File: src/rtl/memstrobe_pkg.sv
package memstrobe_pkg;

  // Content of the multiplexed low port in one oscillator period
  typedef enum logic [1:0] {
    LP_IDLE = 2'b00,
    LP_ADDR = 2'b01,
    LP_CODE = 2'b10
  } lo_sel_e;

  // Per-machine-cycle descriptor captured at the cycle boundary
  typedef struct packed {
    logic fetch;   // a code fetch happens this cycle
    logic ext;     // that fetch is served by the external bus
    logic data;    // the cycle carries an external data access
  } cyc_desc_t;

endpackage

File: src/rtl/memstrobe_rst_sync.sv
module memstrobe_rst_sync #(
  parameter int STAGES = 2
) (
  input  logic clk,
  input  logic arst_n,
  output logic rst_n_o
);

  logic [STAGES-1:0] sync_q;
  logic [STAGES-1:0] sync_d;

  always_comb begin
    sync_d = {sync_q[STAGES-2:0], 1'b1};
  end

  always_ff @(posedge clk or negedge arst_n) begin
    if (!arst_n) begin
      sync_q <= '0;
    end else begin
      sync_q <= sync_d;
    end
  end

  assign rst_n_o = sync_q[STAGES-1];

endmodule

File: src/rtl/memstrobe_phase_ctr.sv
module memstrobe_phase_ctr #(
  parameter  int PERIODS = 12,
  localparam int W       = $clog2(PERIODS)
) (
  input  logic         clk,
  input  logic         arst_n,
  input  logic         rst_n,
  input  logic         adv_en,
  output logic [W-1:0] phase_q,
  output logic [W-1:0] phase_nxt,
  output logic         wrap
);

  localparam logic [W-1:0] LAST = W'(PERIODS - 1);

  always_comb begin
    phase_nxt = phase_q;
    wrap      = 1'b0;
    if (adv_en) begin
      if (phase_q == LAST) begin
        phase_nxt = '0;
        wrap      = 1'b1;
      end else begin
        phase_nxt = phase_q + W'(1);
      end
    end
  end

  always_ff @(posedge clk or negedge arst_n) begin
    if (!arst_n) begin
      phase_q <= LAST;
    end else if (!rst_n) begin
      phase_q <= LAST;
    end else if (adv_en) begin
      phase_q <= phase_nxt;
    end
  end


  phase_range_chk: assert property (@(posedge clk) disable iff (!rst_n)
    phase_q <= LAST);


  phase_step_chk: assert property (@(posedge clk) disable iff (!rst_n)
    (adv_en && phase_q != LAST) |=> (phase_q == $past(phase_q) + W'(1)));

endmodule

File: src/rtl/memstrobe_fetch_route.sv
module memstrobe_fetch_route
  import memstrobe_pkg::*;
#(
  parameter int              ADDR_W   = 16,
  parameter logic [ADDR_W-1:0] INT_LAST = ADDR_W'(16'h0FFF)
) (
  input  logic              rom_en,
  input  logic [ADDR_W-1:0] fetch_addr,
  input  logic              cycle_start,
  input  logic              data_cycle,
  output cyc_desc_t         desc
);

  logic above_rom;

  always_comb begin
    above_rom  = (fetch_addr > INT_LAST);
    desc.fetch = cycle_start;
    desc.ext   = cycle_start && (!rom_en || above_rom);
    desc.data  = cycle_start && data_cycle;
  end

endmodule

File: src/rtl/memstrobe_strobe_gen.sv
module memstrobe_strobe_gen
  import memstrobe_pkg::*;
#(
  parameter  int PERIODS = 12,
  localparam int W       = $clog2(PERIODS)
) (
  input  logic         clk,
  input  logic         arst_n,
  input  logic         rst_n,
  input  logic [W-1:0] phase_nxt,
  input  cyc_desc_t    desc_nxt,
  output logic         ale,
  output logic         psen_n,
  output lo_sel_e      lo_sel,
  output logic         hi_addr_en,
  output logic         ext_fetch
);

  localparam int HALF = PERIODS / 2;
  localparam logic [W-1:0] ALE_A0 = W'(1);
  localparam logic [W-1:0] ALE_A1 = W'(2);
  localparam logic [W-1:0] ALE_B0 = W'(HALF + 1);
  localparam logic [W-1:0] ALE_B1 = W'(HALF + 2);
  localparam logic [W-1:0] RD_A0  = W'(3);
  localparam logic [W-1:0] RD_A1  = W'(HALF - 1);
  localparam logic [W-1:0] RD_B0  = W'(HALF + 3);
  localparam logic [W-1:0] RD_B1  = W'(PERIODS - 1);

  logic    ale_d;
  logic    psen_n_d;
  lo_sel_e lo_d;
  logic    hi_d;
  logic    ext_d;
  logic    in_ale_a;
  logic    in_ale_b;
  logic    in_rd_win;

  always_comb begin
    in_ale_a  = (phase_nxt == ALE_A0) || (phase_nxt == ALE_A1);
    in_ale_b  = (phase_nxt == ALE_B0) || (phase_nxt == ALE_B1);
    in_rd_win = ((phase_nxt >= RD_A0) && (phase_nxt <= RD_A1)) ||
                ((phase_nxt >= RD_B0) && (phase_nxt <= RD_B1));
    ale_d     = in_ale_a || (in_ale_b && !desc_nxt.data);
    psen_n_d  = !(desc_nxt.ext && !desc_nxt.data && in_rd_win);
    if (ale_d) begin
      lo_d = LP_ADDR;
    end else if (!psen_n_d) begin
      lo_d = LP_CODE;
    end else begin
      lo_d = LP_IDLE;
    end
    hi_d  = desc_nxt.ext || desc_nxt.data;
    ext_d = desc_nxt.ext;
  end

  always_ff @(posedge clk or negedge arst_n) begin
    if (!arst_n) begin
      ale        <= 1'b0;
      psen_n     <= 1'b1;
      lo_sel     <= LP_IDLE;
      hi_addr_en <= 1'b0;
      ext_fetch  <= 1'b0;
    end else if (!rst_n) begin
      ale        <= 1'b0;
      psen_n     <= 1'b1;
      lo_sel     <= LP_IDLE;
      hi_addr_en <= 1'b0;
      ext_fetch  <= 1'b0;
    end else begin
      ale        <= ale_d;
      psen_n     <= psen_n_d;
      lo_sel     <= lo_d;
      hi_addr_en <= hi_d;
      ext_fetch  <= ext_d;
    end
  end


  lo_code_chk: assert property (@(posedge clk) disable iff (!rst_n)
    !psen_n |-> (lo_sel == LP_CODE));


  lo_addr_chk: assert property (@(posedge clk) disable iff (!rst_n)
    ale |-> (lo_sel == LP_ADDR));


  ale_width_chk: assert property (@(posedge clk) disable iff (!rst_n)
    $rose(ale) |=> ale);

endmodule

File: src/rtl/memstrobe_seq.sv
module memstrobe_seq
  import memstrobe_pkg::*;
#(
  parameter int              STATES   = 6,
  parameter int              PHASES   = 2,
  parameter int              ADDR_W   = 16,
  parameter logic [ADDR_W-1:0] INT_LAST = ADDR_W'(16'h0FFF),
  parameter int              SYNC_STG = 2
) (
  input  logic              clk,
  input  logic              arst_n,
  input  logic              rom_en,
  input  logic [ADDR_W-1:0] fetch_addr,
  input  logic              cycle_start,
  input  logic              data_cycle,
  output logic              ale,
  output logic              psen_n,
  output logic [1:0]        lo_sel,
  output logic              hi_addr_en,
  output logic              ext_fetch
);

  localparam int PERIODS = STATES * PHASES;
  localparam int W       = $clog2(PERIODS);
  localparam int HALF    = PERIODS / 2;

  logic         rst_n_i;
  logic [W-1:0] phase_q;
  logic [W-1:0] phase_nxt;
  logic         wrap;
  cyc_desc_t    route_desc;
  cyc_desc_t    desc_q;
  cyc_desc_t    desc_nxt;
  lo_sel_e      lo_sel_i;

  memstrobe_rst_sync #(.STAGES(SYNC_STG)) u_rst_sync (
    .clk     (clk),
    .arst_n  (arst_n),
    .rst_n_o (rst_n_i)
  );

  memstrobe_phase_ctr #(.PERIODS(PERIODS)) u_phase (
    .clk       (clk),
    .arst_n    (arst_n),
    .rst_n     (rst_n_i),
    .adv_en    (1'b1),
    .phase_q   (phase_q),
    .phase_nxt (phase_nxt),
    .wrap      (wrap)
  );

  memstrobe_fetch_route #(.ADDR_W(ADDR_W), .INT_LAST(INT_LAST)) u_route (
    .rom_en      (rom_en),
    .fetch_addr  (fetch_addr),
    .cycle_start (cycle_start),
    .data_cycle  (data_cycle),
    .desc        (route_desc)
  );

  // descriptor register: loaded only on the edge that closes a machine cycle
  always_comb begin
    desc_nxt = desc_q;
    if (wrap) begin
      desc_nxt = route_desc;
    end
  end

  always_ff @(posedge clk or negedge arst_n) begin
    if (!arst_n) begin
      desc_q <= '0;
    end else if (!rst_n_i) begin
      desc_q <= '0;
    end else if (wrap) begin
      desc_q <= desc_nxt;
    end
  end

  memstrobe_strobe_gen #(.PERIODS(PERIODS)) u_strobe (
    .clk        (clk),
    .arst_n     (arst_n),
    .rst_n      (rst_n_i),
    .phase_nxt  (phase_nxt),
    .desc_nxt   (desc_nxt),
    .ale        (ale),
    .psen_n     (psen_n),
    .lo_sel     (lo_sel_i),
    .hi_addr_en (hi_addr_en),
    .ext_fetch  (ext_fetch)
  );

  assign lo_sel = lo_sel_i;


  psen_ext_chk: assert property (@(posedge clk) disable iff (!rst_n_i)
    !psen_n |-> ext_fetch);


  psen_data_chk: assert property (@(posedge clk) disable iff (!rst_n_i)
    !psen_n |-> !desc_q.data);


  ale_drop_chk: assert property (@(posedge clk) disable iff (!rst_n_i)
    (desc_q.data && phase_q == W'(HALF + 1)) |-> !ale);


  hi_ext_chk: assert property (@(posedge clk) disable iff (!rst_n_i)
    ext_fetch |-> hi_addr_en);


  desc_hold_chk: assert property (@(posedge clk) disable iff (!rst_n_i)
    (phase_q != '0) |-> $stable(desc_q));


  strobe_excl_chk: assert property (@(posedge clk) disable iff (!rst_n_i)
    !(ale && !psen_n));

endmodule

File: config.mk
export PLATFORM = sky130hd
export DESIGN_NAME = memstrobe_seq
export DESIGN_NICKNAME = d
export VERILOG_FILES = /design/src/rtl/memstrobe_pkg.sv /design/src/rtl/memstrobe_rst_sync.sv /design/src/rtl/memstrobe_phase_ctr.sv /design/src/rtl/memstrobe_fetch_route.sv /design/src/rtl/memstrobe_strobe_gen.sv /design/src/rtl/memstrobe_seq.sv
export SDC_FILE = /design/constraint.sdc
export NUM_CORES = 1
export LEC_CHECK = 0
export BUFFER_PORTS_ARGS = -buffer_cell sky130_fd_sc_hd__clkbuf_2
export CAP_MARGIN = 20
export CELL_PAD_IN_SITES_DETAIL_PLACEMENT = 0
export CELL_PAD_IN_SITES_GLOBAL_PLACEMENT = 1
export CORE_UTILIZATION = 34
export CTS_BUF_LIST = sky130_fd_sc_hd__clkbuf_16
export CTS_CLUSTER_DIAMETER = 150
export DETAILED_ROUTE_END_ITERATION = 12
export GPL_ROUTABILITY_DRIVEN = 1
export PLACE_DENSITY = 0.83
export SYNTH_ARGS = -nofsm -noshare
export SYNTH_HDL_FRONTEND = slang
export SYNTH_SLANG_ARGS = --single-unit
export TNS_END_PERCENT = 50
File: constraint.sdc
create_clock -name clk -period 2.55 [get_ports clk]
set_clock_uncertainty 0.15 [all_clocks]
set_input_delay 0.1275 -clock clk [delete_from_list [all_inputs] [get_ports clk]]
set_output_delay 0.1275 -clock clk [all_outputs]
set_load 0.05 [all_outputs]
==> impl_metrics.py <==
metrics = {
    "run_status": {
        "outcome": "completed",
    },
    "cts": {
        "cts-root-buf": "clkbuf_16",
        "htreeDepth": 1,
        "cts_sinks": 13,
        "cts_tree": "yes",
        "cts.path.max_buffers": 2,
        "cts_buffers": 3,
        "clock_latency_ps": 240,
        "clk_pin_slew_worst_paths_ps": 50,
    },
    "floorplanning": {
        "core-area_um2": 1960,
        "die-area_um2": 2260,
        "die_x_um": 47.5,
        "ios": 27,
        "rows": 16,
        "start_util_pct": 35.9,
        "die_y_um": 47.5,
    },
    "placement": {
        "placed_cell_area_um2": 791,
        "gp_congestion": 0.850,
        "dp_slack_ps": 302,
        "io_buffers": 14,
        "dp_hpwl_um": 927,
    },
    "drt": {
        "via_count": 522,
        "top_layer": "met4",
        "wl_met3_um": 67,
        "wl_per_cell_um": 10.6,
        "viasPerCell": 4.62,
        "met1Wirelength_um": 575,
        "final_antenna_net_count": 0,
        "drc_errors": 0,
        "dr.first_iter.drc_count": 5,
        "routed_wl_mm": 1.20,
        "first_pass_iters": 4,
        "wl_met2_um": 535,
    },
    "finish": {
        "area_growth_pct": 25.0,
        "finish.utilization_pct": 44.9,
        "drive_above_1_share_pct": 31.4,
        "finalInstanceArea_um2": 881,
        "n_antenna_cell": 0,
        "nNetsFinal": 112,
    },
    "worst_setup_path": {
        "worstPathCellList": "inv_1, ha_1, a2bb2oi_1, a221o_1, a311oi_1, o31ai_1, and2_1",
        "cp_slowest_stage_delay_ps": 590,
        "crit_required_ps": 2530,
        "crit_slowest_cell": "dfstp_2",
        "start_kind": "flop",
        "crit_buf_inv": 1,
        "path_class": "reg2reg",
        "crit_fanout": 7,
        "cp-end-kind": "flop",
        "cp.arrival_ps": 2230,
        "cp_top_family": "compound AO/OA/AOI/OAI gates",
    },
    "logic_synthesis": {
        "synth_nets": 95,
        "synth.yosys.warnings": 0,
        "seq_area_frac_synth_pct": 46.9,
        "yosys-top-cells-area": "dfrtp_1 32%, dfstp_2 15%, ha_1 7.1%",
        "synth_most_common_cell": "dfrtp_1",
        "synth_top_cell_by_area": "dfrtp_1",
        "synth_edf_count": 0,
        "synthDistinctLibCells": 33,
        "synthArstFlopShare_pct": 100,
        "syn_avg_cell_area_um2": 10.1,
        "synth_cells": 70,
        "synth_ff_type": "dfrtp_1",
        "syn_area_um2": 704,
        "synth_commonest_cells": "9 x dfrtp_1, 7 x nand2_1, 6 x inv_1",
        "ys_ff_latch": 13,
        "synth_top_area_share_pct": 32.0,
    },
    "global_route": {
        "grt_pass1_vias": 426,
        "grt-ovfl-total": 0,
        "grt.total_usage_pct": 12.0,
        "grt_pass1_wl_mm": 1.75,
        "grt_max_degree": 14,
        "antenna_found_initial": 0,
    },
    "timing": {
        "finalHoldViolations": 0,
        "rsz0062_at_grt": "no",
        "setup_viol": 0,
        "fin_crit_sh_pct": 88.3,
        "tns_ps": 0,
        "layout_min_cycle_time_ps": 2250,
        "setup_ws_ps": 298,
        "holdWs_ps": 101,
        "drv_slew": 0,
        "max_freq_ghz": 0.444,
    },
    "pwr": {
        "ir_drop_uv": 474,
        "seqPwrFrac_pct": 34.3,
        "swShare_pct": 31.6,
        "pwr-share-clk_pct": 38.2,
        "p_switching_uw": 243,
        "internal_power_uw": 526,
        "p_leak_uw": 0.000441,
        "power_frac_comb_pct": 27.4,
        "power_density_nw_per_um2": 874,
    },
    "hold_path": {
        "hp-class": "in2reg",
    },
    "job": {
        "drv_cap": 0,
    },
}
power groups by stage:
stage,Combinational [uW],Sequential (uW),Clock (uW)
after floorplan,136,300,0
after global placement,209,267,0
after detailed placement,211,268,0
after CTS,213,265,303
after global routing,233,269,314
final,211,264,294
path summary, 6_finish.rpt:
kind	from	endpoint	slack (ps)	cells past startpoint
max in group asynchronous	arst_n	u_phase.phase_q[3]	1800	2
min reg2reg	u_rst_sync.sync_q[0]	u_rst_sync.sync_q[1]	200	0
min in group asynchronous	arst_n	u_strobe.ext_fetch	160	2
max	u_phase.phase_q[0]	u_strobe.lo_sel[0]	300	7
max reg2reg	u_phase.phase_q[0]	u_strobe.lo_sel[0]	300	7
min	cycle_start	desc_q[1]	100	3
timing repair:
| action | CTS | global route |
|---|---|---|
| hold buffers | 1 | 0 |
| gates resized for setup | 0 | 0 |
| hold endpoints to repair | 13 | 0 |
| setup buffers | 0 | 0 |
worst register-to-register path, stage by stage, from the launching register on:
cell,delay [ps]
dfstp_2,590
inv_1,80
ha_1,240
a2bb2oi_1,160
a221o_1,340
a311oi_1,270
o31ai_1,140
and2_1,170
routing by layer:
layer / up-vias / global-route usage (%)
met5: - / 0
met1: 235 / 15.1
met4: 0 / 5.71
met2: 15 / 16.2
li1: 270 / -
met3: 2 / 7.17
flip-flops by register name, summed over array words and instances, names as in the netlist:
register             count
u_phase.phase_q          4
u_strobe.ext_fetch       1
u_strobe.lo_sel          2
u_strobe.psen_n          1
u_rst_sync.sync_q        2
desc_q                   2
u_strobe.hi_addr_en      1
cell type report:
cell class / count / area (um2)
multi-input combinational: 47 / 330
inverter: 7 / 26.3
timing repair buffer: 15 / 80.1
sequential: 13 / 330
fill: 205 / 1080
clock buffer: 3 / 75.1
clock inverter: 1 / 5.00
tap: 27 / 33.8
stage by stage:
stage | cells | total power (uW)
after floorplan | 70 | 436
after global placement | 108 | 476
after detailed placement | 108 | 478
after CTS | 113 | 781
after global routing | 113 | 815
final | 113 | 770
logic make-up after synthesis:
kind of cell / after synthesis / share of synthesized area [%]
xor gates and xnor gates: 1 / 2.31
AOI/OAI and AO/OA: 13 / 13.7
adders and majority gates: 4 / 7.11
and+or+nand+nor: 27 / 21.1
muxes: 1 / 2.13
buffers and inverters: 10 / 6.22
DFF: 13 / 46.9
other: 1 / 0.532
placed cells by master (no fill, tap or decap), drive strengths merged:
cell type	instances
a2111o	1
a211oi	1
a21oi	1
a221o	1
a2bb2oi	1
a311oi	1
a31oi	1
a41oi	1
and2	3
and3	1
and4bb	1
clkbuf	17
clkinv	1
conb	1
dfrtp	9
dfstp	4
dlygate4sd3	1
ha	4
inv	7
mux2	1
nand2	8
nand2b	2
nand3b	1
nor2	5
nor2b	2
nor4	3
o21a	1
o21ai	3
o31ai	1
or2	1
xnor2	1
Power figures use the tool's default switching activity.
